### src/rtl/mxbus_pkg.sv
package mxbus_pkg;

  typedef enum logic [2:0] {
    ST_IDLE,
    ST_T1,
    ST_T2,
    ST_T3,
    ST_TW,
    ST_T4,
    ST_HOLD
  } bus_st_e;

  typedef struct packed {
    logic       io;
    logic       wr;
    logic [1:0] seg;
    logic       ie;
    logic       boot;
  } cyc_attr_t;

  localparam logic [1:0] SEG_CODE = 2'b10;

endpackage

### src/rtl/mxbus_ctrl.sv
module mxbus_ctrl
  import mxbus_pkg::*;
(
  input  logic      clk,
  input  logic      rst_n,
  input  logic      req_valid,
  input  logic      req_io,
  input  logic      req_write,
  input  logic [1:0] req_seg,
  input  logic      req_ie,
  input  logic      ready,
  input  logic      hold,
  output logic      req_ready,
  output logic      load,
  output logic      boot_go,
  output logic      cap,
  output bus_st_e   st,
  output cyc_attr_t cyc
);

  bus_st_e   st_q, st_d;
  cyc_attr_t cyc_q, cyc_d;
  logic      bootp_q, bootp_d;
  logic      wait_q, wait_d;
  logic      rdy, acc, bgo;

  always_comb begin
    rdy   = !hold && ((st_q == ST_IDLE && !bootp_q) || st_q == ST_T4);
    acc   = req_valid && rdy;
    bgo   = (st_q == ST_IDLE) && bootp_q && !hold;
    st_d    = st_q;
    cyc_d   = cyc_q;
    bootp_d = bootp_q;
    wait_d  = wait_q;
    if (bgo) begin
      bootp_d = 1'b0;
      cyc_d   = '{io: 1'b0, wr: 1'b0, seg: SEG_CODE, ie: 1'b0, boot: 1'b1};
    end else if (acc) begin
      cyc_d   = '{io: req_io, wr: req_write, seg: req_seg, ie: req_ie, boot: 1'b0};
    end
    if (st_q == ST_T2) wait_d = !ready;
    unique case (st_q)
      ST_IDLE: if (hold) st_d = ST_HOLD;
               else if (bgo || acc) st_d = ST_T1;
      ST_T1:   st_d = ST_T2;
      ST_T2:   st_d = ST_T3;
      ST_T3:   st_d = wait_q ? ST_TW : ST_T4;
      ST_TW:   st_d = ready ? ST_T4 : ST_TW;
      ST_T4:   if (acc) st_d = ST_T1;
               else if (hold) st_d = ST_HOLD;
               else st_d = ST_IDLE;
      ST_HOLD: st_d = hold ? ST_HOLD : ST_IDLE;
      default: st_d = ST_IDLE;
    endcase
  end

  always_ff @(posedge clk or negedge rst_n) begin
    if (!rst_n) begin
      st_q    <= ST_IDLE;
      cyc_q   <= '0;
      bootp_q <= 1'b1;
      wait_q  <= 1'b0;
    end else begin
      st_q    <= st_d;
      bootp_q <= bootp_d;
      if (bgo || acc) cyc_q <= cyc_d;
      if (st_q == ST_T2) wait_q <= wait_d;
    end
  end

  assign req_ready = rdy;
  assign load      = acc;
  assign boot_go   = bgo;
  assign cap       = (st_d == ST_T4);
  assign st        = st_q;
  assign cyc       = cyc_q;

  // a T1 only ever follows idle or T4
  a_r9_t1_origin: assert property (@(posedge clk) disable iff (!rst_n)
    (st_q == ST_T1) |-> ($past(st_q) == ST_IDLE || $past(st_q) == ST_T4));

  // a cycle in flight is never cut short by hold
  a_r10_finish_cycle: assert property (@(posedge clk) disable iff (!rst_n)
    (hold && (st_q == ST_T2 || st_q == ST_T3 || st_q == ST_TW))
      |=> (st_q != ST_HOLD && st_q != ST_IDLE));

  // not-ready at the end of T2 always yields a wait state after T3
  a_r6_wait_inserted: assert property (@(posedge clk) disable iff (!rst_n)
    (st_q == ST_T2 && !ready) |=> ##1 (st_q == ST_TW));

endmodule

### src/rtl/mxbus_drv.sv
module mxbus_drv
  import mxbus_pkg::*;
#(
  parameter int AW = 20,
  parameter int DW = 16,
  parameter logic [AW-1:0] RESET_VEC = 20'hFFFF0
) (
  input  logic          clk,
  input  logic          rst_n,
  input  bus_st_e       st,
  input  cyc_attr_t     cyc,
  input  logic          load,
  input  logic          boot_go,
  input  logic          cap,
  input  logic [AW-1:0] req_addr,
  input  logic [DW-1:0] req_wdata,
  input  logic [DW-1:0] ad_in,
  output logic [AW-1:0] ad_out,
  output logic          ad_oe_lo,
  output logic          ad_oe_hi,
  output logic          ale,
  output logic          rd_n,
  output logic          wr_n,
  output logic          mio,
  output logic          ctl_oe,
  output logic          hlda,
  output logic          rsp_done,
  output logic          rsp_boot,
  output logic [DW-1:0] rsp_rdata
);

  localparam int HI = AW - DW;

  logic [AW-1:0] addr_q;
  logic [DW-1:0] wdat_q, rdat_q;
  logic          strobe_ph, busy_ph;
  logic [HI-1:0] stat_v, hi_addr;

  always_ff @(posedge clk or negedge rst_n) begin
    if (!rst_n) begin
      addr_q <= '0;
      wdat_q <= '0;
      rdat_q <= '0;
    end else begin
      if (boot_go)   addr_q <= RESET_VEC;
      else if (load) addr_q <= req_addr;
      if (load) wdat_q <= req_wdata;
      if (cap && !cyc.wr) rdat_q <= ad_in;
    end
  end

  always_comb begin
    strobe_ph = (st == ST_T2) || (st == ST_T3) || (st == ST_TW);
    busy_ph   = strobe_ph || (st == ST_T1) || (st == ST_T4);
    stat_v    = '0;
    stat_v[2:0] = {cyc.ie, cyc.seg};
    hi_addr   = cyc.io ? '0 : addr_q[AW-1:DW];
    ale       = (st == ST_T1);
    rd_n      = !(strobe_ph && !cyc.wr);
    wr_n      = !(strobe_ph && cyc.wr);
    ad_oe_hi  = busy_ph;
    ad_oe_lo  = (st == ST_T1) || (busy_ph && cyc.wr);
    ad_out    = (st == ST_T1) ? {hi_addr, addr_q[DW-1:0]} : {stat_v, wdat_q};
    mio       = cyc.io;
    ctl_oe    = (st != ST_HOLD);
    hlda      = (st == ST_HOLD);
    rsp_done  = (st == ST_T4);
    rsp_boot  = (st == ST_T4) && cyc.boot;
  end

  assign rsp_rdata = rdat_q;

  // the two strobes are mutually exclusive
  a_r7_strobe_excl: assert property (@(posedge clk) disable iff (!rst_n)
    !(!rd_n && !wr_n));

  // no strobe during the address phase
  a_r7_ale_quiet: assert property (@(posedge clk) disable iff (!rst_n)
    ale |-> (rd_n && wr_n));

  // the block never drives the low lines while a target may answer
  a_r4_no_contention: assert property (@(posedge clk) disable iff (!rst_n)
    !rd_n |-> !ad_oe_lo);

  // everything floats while the bus is granted away
  a_r10_float: assert property (@(posedge clk) disable iff (!rst_n)
    hlda |-> (!ad_oe_lo && !ad_oe_hi && !ctl_oe));

  // completion is always preceded by an active strobe
  a_r4_done_after_strobe: assert property (@(posedge clk) disable iff (!rst_n)
    rsp_done |-> ($past(!rd_n) || $past(!wr_n)));

endmodule

### src/rtl/mxbus_seq.sv
module mxbus_seq
  import mxbus_pkg::*;
#(
  parameter int AW = 20,
  parameter int DW = 16,
  parameter logic [AW-1:0] RESET_VEC = 20'hFFFF0
) (
  input  logic          clk,
  input  logic          rst_n,
  input  logic          req_valid,
  output logic          req_ready,
  input  logic [AW-1:0] req_addr,
  input  logic          req_io,
  input  logic          req_write,
  input  logic [DW-1:0] req_wdata,
  input  logic [1:0]    req_seg,
  input  logic          req_ie,
  output logic          rsp_done,
  output logic          rsp_boot,
  output logic [DW-1:0] rsp_rdata,
  output logic [AW-1:0] ad_out,
  output logic          ad_oe_lo,
  output logic          ad_oe_hi,
  input  logic [DW-1:0] ad_in,
  output logic          ale,
  output logic          rd_n,
  output logic          wr_n,
  output logic          mio,
  output logic          ctl_oe,
  input  logic          ready,
  input  logic          hold,
  output logic          hlda
);

  bus_st_e   st;
  cyc_attr_t cyc;
  logic      load, boot_go, cap;

  mxbus_ctrl u_ctrl (
    .clk(clk), .rst_n(rst_n),
    .req_valid(req_valid), .req_io(req_io), .req_write(req_write),
    .req_seg(req_seg), .req_ie(req_ie), .ready(ready), .hold(hold),
    .req_ready(req_ready), .load(load), .boot_go(boot_go), .cap(cap),
    .st(st), .cyc(cyc)
  );

  mxbus_drv #(.AW(AW), .DW(DW), .RESET_VEC(RESET_VEC)) u_drv (
    .clk(clk), .rst_n(rst_n), .st(st), .cyc(cyc),
    .load(load), .boot_go(boot_go), .cap(cap),
    .req_addr(req_addr), .req_wdata(req_wdata), .ad_in(ad_in),
    .ad_out(ad_out), .ad_oe_lo(ad_oe_lo), .ad_oe_hi(ad_oe_hi),
    .ale(ale), .rd_n(rd_n), .wr_n(wr_n), .mio(mio), .ctl_oe(ctl_oe),
    .hlda(hlda), .rsp_done(rsp_done), .rsp_boot(rsp_boot),
    .rsp_rdata(rsp_rdata)
  );

endmodule

### config.mk
export PLATFORM = sky130hd
export DESIGN_NAME = mxbus_seq
export DESIGN_NICKNAME = d
export VERILOG_FILES = /design/src/rtl/mxbus_pkg.sv /design/src/rtl/mxbus_ctrl.sv /design/src/rtl/mxbus_drv.sv /design/src/rtl/mxbus_seq.sv
export SDC_FILE = /design/constraint.sdc
export NUM_CORES = 1
export LEC_CHECK = 0
export BUFFER_PORTS_ARGS = -buffer_cell sky130_fd_sc_hd__buf_2
export CORE_UTILIZATION = 52
export DETAILED_ROUTE_END_ITERATION = 10
export PLACE_DENSITY = 0.8
export SYNTH_ARGS = -nofsm -noshare
export SYNTH_HDL_FRONTEND = slang
export SYNTH_SLANG_ARGS = --single-unit
### constraint.sdc
create_clock -name clk -period 3.59 [get_ports clk]
set_input_delay 0.718 -clock clk [delete_from_list [all_inputs] [get_ports clk]]
set_output_delay 0.718 -clock clk [all_outputs]
set_load 0.05 [all_outputs]
# Yosys cells after proc, flatten, opt, wreduce, memory -nomap -nowiden
# Cells that the tools add are included.
# op_classes
muxes	13
reduce_logical	26
eq_ne	8
# op_table
operator	count
two-way mux 20 bit	3
one-hot mux 3 bit (7 select lines)	1
== test 3 bit (second input constant)	4
two-way mux 3 bit	4
two-way mux 6 bit	2
logical AND 1 bit	10
logical OR 1 bit	7
== test 3 x 2 -> 1 bit (second input constant)	2
logical NOT 1 bit	6
two-way mux 4 bit	1
== test 3 x 1 -> 1 bit (second input constant)	1
logical NOT 3 bit	1
inequality test 3 bit (second input constant)	1
two-way mux 1 bit	2
AND reduction 2 bit	1
nonzero test 2 bit	1
# word_totals
in_bits	62
wordCells	58
ff_bits	63

# Depth between registers and ports, before layout
# Gate-level depths: netlist of run 1.
# logic_depth
ltp_word	11
depth_mapped	7
mapped_depth_nobuf	4

# By module
# Synthesis of run 1 repeated with hierarchy kept, for this count alone.
# hier_totals
cells_unflattened	229
area_unflattened_um2	2936.6
# by_module_without_submodules
mod	instances	cells_per_inst	seq_area_each_um2	area_per_inst_um2
mxbus_drv	1	174	1301.2	2408.6
mxbus_ctrl	1	55	276.5	528.0

# Least setup slack after synthesis of run 1
# OpenSTA, ideal clock, no wires.
# synth_path
path_kind	reg-to-output
start	reg u_ctrl.st_q[0] (netlist: u_ctrl.st[0])
end	out ad_oe_lo
n_path_buf	2
setup_slack_ns	0.720
path_stages_with_launch	6
arrival_time_ns	2.152
path_cell_list	dfrtp_1 > buf_2 > clkbuf_1 > nor3_1 > a21oi_1 > o21a_1
# synth_between
elab_chain_cells	7
elab_cells_between_ends	11
classes_between	eq/ne: 5; reduce/logical: 6
# synth_rtl
item	line_no	source
start, declared	mxbus_ctrl.sv:21	bus_st_e st_q, st_d;
start signal, assigned	mxbus_ctrl.sv:64	st_q <= st_d;
== test 3 x 2 -> 1 bit	mxbus_drv.sv:53	strobe_ph = (st == ST_T2) || (st == ST_T3) || (st == ST_TW);
logical OR 1 bit (2 in series)	mxbus_drv.sv:53	
logical OR 1 bit	mxbus_drv.sv:54	busy_ph = strobe_ph || (st == ST_T1) || (st == ST_T4);
logical OR 1 bit *	mxbus_drv.sv:54	
via ad_oe_hi	mxbus_seq.sv:23	output logic ad_oe_hi,
logical AND 1 bit *	mxbus_drv.sv:62	ad_oe_lo = (st == ST_T1) || (busy_ph && cyc.wr);
logical OR 1 bit *	mxbus_drv.sv:62	
end, declared	mxbus_seq.sv:22	output logic ad_oe_lo,
# Mark *: on every way through the listed nets, which the timed path passes. The rest lies on a longest branch.

# Worst setup path after layout of run 1
# layout_path
start	reg u_ctrl.st_q[0] (netlist: u_ctrl.st[0])
end	out ad_out[4]
# layout_between
elab_chain_cells	2
# layout_rtl
item	line_no	source
== test 3 x 1 -> 1 bit	mxbus_drv.sv:63	ad_out = (st == ST_T1) ? {hi_addr, addr_q[DW-1:0]} : {stat_v, wdat_q};
two-way mux 20 bit	mxbus_drv.sv:63	
end, declared	mxbus_seq.sv:21	output logic [AW-1:0] ad_out,
# No other way between the ends.

==> qor.yml, run 1 <==
status: "completed"
setup_viol_count_final: 0
power.switching_mw: 1.97
antenna_found_initial: 0
synth_ff_type: "dfrtp_1"
cts_root_buf: "clkbuf_8"
n_fill_cell: 400
chipWidth_um: 75.6
holdBufCountCts: 0
dp.cells: 379
switching_share: 0.478
core_um2: 5170
slew_headroom: 0.394
synth.top_cell.area_share: 0.551
power_density_nw_per_um2: 1140
fin_setup_tns_ns: 0
yosysMostFrequentCell: "dfrtp_1"
avgSynthCellArea_um2: 13.3
totalWireLength_mm: 6.06
rsz0062_at_grt: "false"
crit_chain: "nor3b_4 > buf_4 > mux2_2 > buf_2"
port_buffers: 108
grt_first_pass_wirelength_mm: 9.41
die_area_um2: 5710
grt.total_usage: 0.225
synth_nets: 273
synth_cell_type_count: 41
viasPerCell: 5.36
gr-total-overflow: 0
worst-endpoint-required_ns: 2.87
cts_sinks: 63
worstSkewPairLatency_ns: 0.33
start_util: 0.544
fin_crit_ns: 2.92
r2r_cells: 4
finalCritPeriodShare: 0.812
finClkSkew_ns: 0.0106
num_rows: 26
cap_viol_max_count: 0
diodes: 0
yosysWarnings: 0
tightest_slew_ns: 0.909
io_pins: 109
pwr-share-seq: 0.316
first_pass_iters: 4
synth_seq_cells: 63
avgRoutedWirePerCell_um: 15.3
dpl.hpwl_mm: 4.18
grt_max_degree: 26
synth_area_um2: 2820
die_y_um: 75.6
dr.first_iter.drc_count: 123
drtAntennaViolNets: 0
synthTopCellsByCount: "dfrtp_1, mux2_1, o22a_1"
critPathMaxFanout: 25
r2r_end: "u_drv.rsp_rdata[14]"
p_comb_frac: 0.530
timing_max_transition_violations_final: 0
numCtsBuffers: 9
critPathSlowestCell: "dfrtp_1"
synthTopCellsByArea: "dfrtp_1, mux2_1, mux2_2"
cts.clk_slew.worst_paths_ns: 0.07
power.internal_mw: 2.15
netlist_instances: 211
syn2layout_area_growth_pct: 28.4
end_kind: "output port"
routabilityCongestion: 0.786
crit_type: "flip-flop to output port"
drc_errors: 0
leakagePower_nw: 1.79
cpPeakStageDelay_ns: 0.67
cp.arrival_ns: 2.20
ir_drop_mv: 0.659
hold_class: "input pin to async pin"
clockBufferDepth: 2
cts.repair.resized: 0
cts_tree: "built"
worstSetupStartpointType: "flip-flop"
cts_setup_buffers: 0
htree_levels: 3
yosysTopAreaCell: "dfrtp_1"
synth_edf_count: 0
whs_ns: 0.288
r2r_start: "u_ctrl.st[0]"
clock.fmax_mhz: 343
clkPwrFrac: 0.154
grt_pass1_vias: 1972
drive_gt1_frac: 0.483
async_reset_ff_frac: 1.00
hold_violations: 0
fin_cells: 395
routed-via-count: 2118
r2r_slack_ns: 1.03
synth_seq_area_share: 0.560
final_nets: 382
==> worst max-delay path by stage <==
stage,from,end,slack [ns]
after floorplan,u_ctrl.st[0],ad_oe_lo,0.72
after global placement,u_ctrl.st[0],ad_out[9],1.11
after detailed placement,u_ctrl.st[0],ad_out[2],1.04
after CTS,u_ctrl.st[0],ad_out[2],0.67
after global routing,u_ctrl.st[0],ad_out[4],0.53
final,u_ctrl.st[0],ad_out[4],0.67
==> metrics by stage <==
step / instance area [um2] / util / worst slack [ns] / power [mW]
3_3_place_gp: 3400 / 0.658 / 1.11 / 3.44
6_report: 3610 / 0.699 / 0.674 / 4.12
2_1_floorplan: 2820 / - / 0.720 / 3.04
4_1_cts: 3610 / 0.699 / 0.673 / 4.14
3_5_place_dp: 3400 / 0.658 / 1.04 / 3.50
5_1_grt: 3610 / 0.699 / 0.534 / 4.36
==> routing by layer <==
metal | vias to the layer above | share of wire | global-route usage
met4 | 0 | 0.015 | 0.0864
met1 | 1027 | 0.44 | 0.294
met3 | 9 | 0.074 | 0.0529
met5 | - | 0 | 0
li1 | 988 | - | -
met2 | 94 | 0.47 | 0.367
==> flip-flops by register name, summed over array words and instances, names as in the netlist <==
register	flops
u_drv.addr_q	20
u_drv.rsp_rdata	16
u_drv.wdat_q	16
u_ctrl.cyc	6
u_ctrl.st	3
u_ctrl.bootp_q	1
u_ctrl.wait_q	1
==> cells in the final DEF (no fill, tap or decap), drive strengths merged <==
master and instances:
a32oi 1, o21ai 9, o22a 16, a21oi 3, a2bb2oi 1, nand2 8
and3b 1, o311ai 1, dfstp 1, inv 6, a22o 8, mux2 48
and2b 2, a221oi 1, bufinv 1, a21boi 2, nor2 4, nor2b 1
and3 1, clkbuf 13, nor4b 1, buf 113, a211o 1, o21a 1
o31ai 1, clkinv 2, a21o 1, nand3 2, nand2b 2, o211ai 1
nor3 3, dfrtp 62, nor3b 1, nand3b 3, a221o 1, and2 2
==> power by group through the flow <==
stage               combinational [mW]  clock, mW  sequential [mW]
floorplan                         1.51          0             1.53
global placement                  2.15          0             1.29
detailed placement                2.19          0             1.31
CTS                               2.20      0.642             1.30
global route                      2.32      0.672             1.36
finish                            2.19      0.633             1.30
==> worst max-delay path: cells and delay by family (launching register included) <==
kind / cells / cell delay (ns)
buffers and inverters: 2 / 0.54
AND/OR/NAND/NOR: 1 / 0.27
multiplexers: 1 / 0.38
flip-flops: 1 / 0.67
==> final cells by class <==
class                      instances  area, um2  share of cell area
sequential                        63       1580               0.437
multi-input combinational        127       1140               0.315
timing repair buffer             113        578               0.160
clock buffer                      13        169              0.0467
tap                               70       87.6              0.0242
clock inverter                     3       40.0              0.0111
inverter                           6       22.5             0.00623
==> kinds of logic after synthesis <==
kind of cell	Yosys count	synth area share
flops	63	0.560
simple gates	31	0.0649
buf+inv	21	0.0382
mux	48	0.205
compound gates	48	0.131
(Power assumes the default switching activity.)
==> run 2: changes to the inputs <==
Settings changed: CORE_UTILIZATION 52 to 48, PLACE_DENSITY 0.8 to 0.75.
Clock period 3.59 ns to 2.85 ns, I/O delays scaled along.
==> run 2 against run 1 <==
  * Worst setup slack worse by 0.49 ns
  * Clock-buffer cell count decreased by 1
  * Clock skew fell by 0.0045 ns
  * Non-clock buffer count did not move
  * Die area grew 8.1%
  * Via count shrank 1.8%
  * Sequential cell count stayed put
  * Hold slack improved by 0.10 ns
  * Highest routed layer unchanged
  * Final cell count increased by 0.25%
  * Sequential share of layout area increased by 0.11 points
  * Sequential power increased by 24%
  * Power is 25% higher
==> qor.yml, run 2 (same netlist as run 1, synthesis figures left out) <==
die_area_um2: 6180  # was 5710 um2
timing_max_transition_violations_final: 0  # unchanged
antenna_found_initial: 0  # unchanged
core_um2: 5570  # was 5170 um2
slew_headroom: 0.412  # was 0.394
avgRoutedWirePerCell_um: 14.5  # was 15.3 um
crit_type: "flip-flop to output port"  # unchanged
tightest_slew_ns: 0.882  # was 0.909 ns
fin_setup_tns_ns: 0  # unchanged
drc_errors: 0  # unchanged
setup_viol_count_final: 0  # unchanged
htree_levels: 3  # unchanged
hold_class: "input pin to async pin"  # unchanged
die_y_um: 78.6  # was 75.6 um
rsz0062_at_grt: "false"  # unchanged
utilization: 0.647  # was 0.699
final_nets: 382  # unchanged
clockBufferDepth: 2  # unchanged
routed-via-count: 2080  # was 2,118
grt_pass1_vias: 2155  # was 1,972
leakagePower_nw: 1.77  # was 1.79 nW
syn2layout_area_growth_pct: 28.0  # was 28.4%
start_util: 0.505  # was 0.544
dr.first_iter.drc_count: 116  # was 123
num_rows: 27  # was 26
diodes: 0  # unchanged
hold_violations: 0  # unchanged
viasPerCell: 5.25  # was 5.36
clock.fmax_mhz: 375
finClkSkew_ns: 0.00611  # was 0.0106 ns
port_buffers: 108  # unchanged
cap_viol_max_count: 0  # unchanged
numCtsBuffers: 9  # unchanged
fin_crit_ns: 2.67
layout.cells.most_common_list: "buf_2, dfrtp_1, mux2_1, o22a_1, mux2_2"  # unchanged
critPathMaxFanout: 25  # unchanged
mostFrequentLayoutCell: "buf_2"  # unchanged
power_density_nw_per_um2: 1430  # was 1140 nW/um2
routabilityCongestion: 0.732  # was 0.786
io_pins: 109  # unchanged
top_register: "u_drv.addr_q"  # unchanged
holdBufCountCts: 0  # unchanged
drtAntennaViolNets: 0  # unchanged
cp.arrival_ns: 2.10  # was 2.20 ns
totalWireLength_mm: 5.75  # was 6.06 mm
end_kind: "output port"  # unchanged
cts_sinks: 63  # unchanged
finalCritPeriodShare: 0.936
worstSkewPairLatency_ns: 0.34  # was 0.33 ns
worstSetupStartpointType: "flip-flop"  # unchanged
cts.clk_slew.worst_paths_ns: 0.07  # about the same
grt_first_pass_wirelength_mm: 9.88  # was 9.41 mm
dpl.hpwl_mm: 3.92  # was 4.18 mm
chipWidth_um: 78.6  # was 75.6 um
ir_drop_mv: 0.775  # was 0.659 mV
grt.total_usage: 0.211  # was 0.225
worst-endpoint-required_ns: 2.28  # was 2.87 ns
cts_tree: "built"  # unchanged
grt_max_degree: 64  # was 26
status: "completed"  # unchanged
largest_reg_flops: 20  # unchanged
cts_root_buf: "clkbuf_8"  # unchanged
cts.repair.resized: 0  # unchanged
cts_setup_buffers: 0  # unchanged
gr-total-overflow: 0  # unchanged
first_pass_iters: 4  # unchanged
drive_gt1_frac: 0.481  # was 0.483
run 2: cell count changes in the layout (fill, tap and decap cells not counted), sizes merged:
cell,change
clkinvlp,+1
clkbuf,-1
clkinv,-1
run 2: layer usage:
layer	up-vias	global-route usage	wire length, um
met3	5	0.0872	539
met5	-	0	0
met1	994	0.267	2700
met4	0	0.0722	31
li1	991	-	-
met2	90	0.326	2480
run 2: worst paths after layout:
kind	to	depth (start not counted)	from	slack, ns
max	ad_out[4]	4	u_ctrl.st[1]	0.18
min	u_drv.rsp_rdata[3]	2	rst_n	0.39
max reg2reg	u_drv.rsp_rdata[10]	4	u_ctrl.st[2]	0.51
min reg2reg	u_drv.rsp_rdata[9]	1	u_drv.rsp_rdata[9]	0.48
max in group asynchronous	u_drv.rsp_rdata[6]	2	rst_n	1.95
min in group clk	u_ctrl.wait_q	2	ready	0.43
run 2: cell type report:
cell class	count	area (um2)
clock inverters	3	42.5
flip-flops and latches	63	1580
repair buffers	113	578
well taps	72	90.1
multi-input cells	127	1140
inverters	6	22.5
clock buffers	12	155
fillers	451	1970
run 2: power by group:
part           total [mW]  leakage (nW)  internal [mW]  switching [mW]
Clock               0.767        0.0985          0.445           0.322
Combinational        2.77         0.930          0.918            1.85
Sequential           1.61         0.746           1.32           0.284
Total                5.14          1.77           2.69            2.46
run 2: worst max-delay path, cell delays in order, from the launching register on:
cell and delay [ns]:
dfrtp_1 0.58, nor3b_4 0.24, buf_4 0.33, mux2_2 0.38, buf_2 0.21
run 2: metrics by stage:
stage | power (mW) | std cells | instance area, um2 | hold WS (ns) | worst slack (ns)
after global routing | 5.44 | 396 | 3600 | 0.428 | 0.0666
after global placement | 4.35 | 381 | 3410 | 0.463 | 0.559
after detailed placement | 4.41 | 381 | 3410 | 0.473 | 0.520
after floorplan | 3.83 | 211 | 2820 | 0.274 | 0.128
final | 5.14 | 396 | 3600 | 0.391 | 0.183
after CTS | 5.19 | 396 | 3600 | 0.417 | 0.157
==> run 3: changes to the inputs <==
Settings changed: CORE_UTILIZATION 48 to 52, PLACE_DENSITY 0.75 to 0.8, RECOVER_POWER set to 25.
Clock period 2.85 ns to 3.5 ns, I/O delays scaled along.
==> run 3 against run 2 <==
  * Sequential power decreased by 17%
  * Register-to-register slack improved by 0.48 ns
  * Critical path depth did not move
  * Final cell count is 0.51% lower
  * Worst setup slack better by 0.42 ns
  * Global-route usage grew 0.22 points
  * Combinational power decreased by 19%
  * Sequential cell count did not move
  * Largest power group unchanged
  * Highest routed layer unchanged
  * Cell area increased by 0.14%
  * Wire length up 2.2%
==> qor.yml, run 3 (same netlist as run 1, synthesis figures left out) <==
status: "completed"  # unchanged
cp.arrival_ns: 2.20  # was 2.10 ns
worst-endpoint-required_ns: 2.80  # was 2.28 ns
pwr-share-seq: 0.312  # was 0.313
io_pins: 109  # unchanged
dr.first_iter.drc_count: 96  # was 116
largest_reg_flops: 20  # unchanged
fin_setup_tns_ns: 0  # unchanged
tightest_slew_ns: 1.47  # was 0.882 ns
clkPwrFrac: 0.163  # was 0.149
cts_setup_buffers: 0  # unchanged
layout.cells.most_common_list: "buf_2, dfrtp_1, mux2_1, o22a_1, mux2_2"  # unchanged
die_area_um2: 5710  # was 6180 um2
routabilityCongestion: 0.791  # was 0.732
diodes: 0  # unchanged
grt_pass1_vias: 1856  # was 2,155
r2r_cells: 4  # unchanged
power.switching_mw: 2.00  # was 2.46 mW
slew_headroom: 0.0182  # was 0.412
syn2layout_area_growth_pct: 28.2  # was 28.0%
core_um2: 5170  # was 5570 um2
r2r_start: "u_ctrl.st[0]"  # was u_ctrl.st[2]
finalCritPeriodShare: 0.828
fin_cells: 394  # was 396
hold_violations: 0  # unchanged
viasPerCell: 5.37  # was 5.25
hold_class: "flip-flop to flip-flop"  # was input pin to async pin
startpoint: "u_ctrl.st[0]"  # was u_ctrl.st[1]
cap_viol_max_count: 0  # unchanged
crit_type: "flip-flop to output port"  # unchanged
cts.repair.resized: 0  # unchanged
numCtsBuffers: 9  # unchanged
setup_viol_count_final: 0  # unchanged
htree_levels: 3  # unchanged
end_kind: "output port"  # unchanged
cts.clk_slew.worst_paths_ns: 0.07  # about the same
finClkSkew_ns: 0.00655  # was 0.00611 ns
cts_sinks: 63  # unchanged
crit_end: "ad_out[12]"  # was ad_out[4]
grt_first_pass_wirelength_mm: 8.80  # was 9.88 mm
switching_share: 0.470  # was 0.477
totalWireLength_mm: 5.88  # was 5.75 mm
drc_errors: 0  # unchanged
antenna_found_initial: 0  # unchanged
critPathMaxFanout: 25  # unchanged
leakagePower_nw: 1.78  # was 1.77 nW
num_rows: 26  # was 27
port_buffers: 108  # unchanged
drive_gt1_frac: 0.472  # was 0.481
gr-total-overflow: 0  # unchanged
clock.fmax_mhz: 345
r2r_slack_ns: 0.99  # was 0.51 ns
final_nets: 381  # was 382
dp.cells: 378  # was 381
worstSkewPairLatency_ns: 0.32  # was 0.34 ns
rsz0062_at_grt: "false"  # unchanged
avgRoutedWirePerCell_um: 14.9  # was 14.5 um
dpl.hpwl_mm: 4.00  # was 3.92 mm
n_fill_cell: 374  # was 451
grt_max_degree: 37  # was 64
whs_ns: 0.487  # was 0.391 ns
cts_root_buf: "clkbuf_8"  # unchanged
drtAntennaViolNets: 0  # unchanged
grt.total_usage: 0.214  # was 0.211
power_density_nw_per_um2: 1180  # was 1430 nW/um2
routed-via-count: 2114  # was 2,080
ir_drop_mv: 0.682  # was 0.775 mV
p_comb_frac: 0.525  # was 0.538
die_y_um: 75.6  # was 78.6 um
r2r_end: "u_drv.rsp_rdata[14]"  # was u_drv.rsp_rdata[10]
fin_crit_ns: 2.90
start_util: 0.544  # was 0.505
worstSetupStartpointType: "flip-flop"  # unchanged
holdBufCountCts: 0  # unchanged
top_register: "u_drv.addr_q"  # unchanged
power.internal_mw: 2.26  # was 2.69 mW
timing_max_transition_violations_final: 0  # unchanged
mostFrequentLayoutCell: "buf_2"  # unchanged
clockBufferDepth: 2  # unchanged
chipWidth_um: 75.6  # was 78.6 um
first_pass_iters: 5  # was 4
cts_tree: "built"  # unchanged
run 3: worst min-delay path by stage:
stage	start	to	slack, ns	cells past startpoint
final	u_drv.wdat_q[5]	u_drv.wdat_q[5]	0.49	1
after global routing	u_drv.wdat_q[12]	u_drv.wdat_q[12]	0.50	1
after CTS	rst_n	u_drv.rsp_rdata[9]	0.39	1
after global placement	u_drv.wdat_q[13]	u_drv.wdat_q[13]	0.46	1
after detailed placement	u_drv.wdat_q[2]	u_drv.wdat_q[2]	0.47	1
after floorplan	rst_n	u_ctrl.cyc[0]	0.40	0
run 3: power groups by stage:
stage	clock network, mW	logic, mW	registers [mW]
6_report	0.695	2.23	1.33
5_1_grt	0.739	2.37	1.38
4_1_cts	0.712	2.25	1.33
3_5_place_dp	0	2.24	1.34
3_3_place_gp	0	2.21	1.32
2_1_floorplan	0	1.55	1.57
run 3: layout make-up:
| class | count | area [um2] | area share |
|---|---|---|---|
| flip-flops and latches | 63 | 1580 | 0.437 |
| repair buffers | 112 | 567 | 0.157 |
| clock buffers | 13 | 159 | 0.0440 |
| inverters | 6 | 22.5 | 0.00624 |
| well taps | 70 | 87.6 | 0.0243 |
| multi-input cells | 127 | 1130 | 0.313 |
| clock inverters | 3 | 65.1 | 0.0180 |
run 3: metal layers:
metal / track usage / wire (um)
met2: 0.342 / 2760
met3: 0.0556 / 427
met4: 0.105 / 97
met5: 0 / 0
met1: 0.270 / 2590
run 3: stage by stage:
| stage | setup slack, ns | power, mW | util | cell area (um2) |
|---|---|---|---|---|
| 6_report | 0.600 | 4.25 | 0.698 | 3610 |
| 4_1_cts | 0.594 | 4.29 | 0.700 | 3620 |
| 5_1_grt | 0.513 | 4.49 | 0.698 | 3610 |
| 2_1_floorplan | 0.648 | 3.12 | - | 2820 |
| 3_5_place_dp | 0.960 | 3.58 | 0.657 | 3400 |
| 3_3_place_gp | 1.03 | 3.53 | 0.657 | 3400 |
run 3: critical path: stages, from the launching register on:
cell     delay (ns)
dfrtp_1        0.67
nor3b_4        0.27
buf_4          0.33
mux2_2         0.38
buf_2          0.21
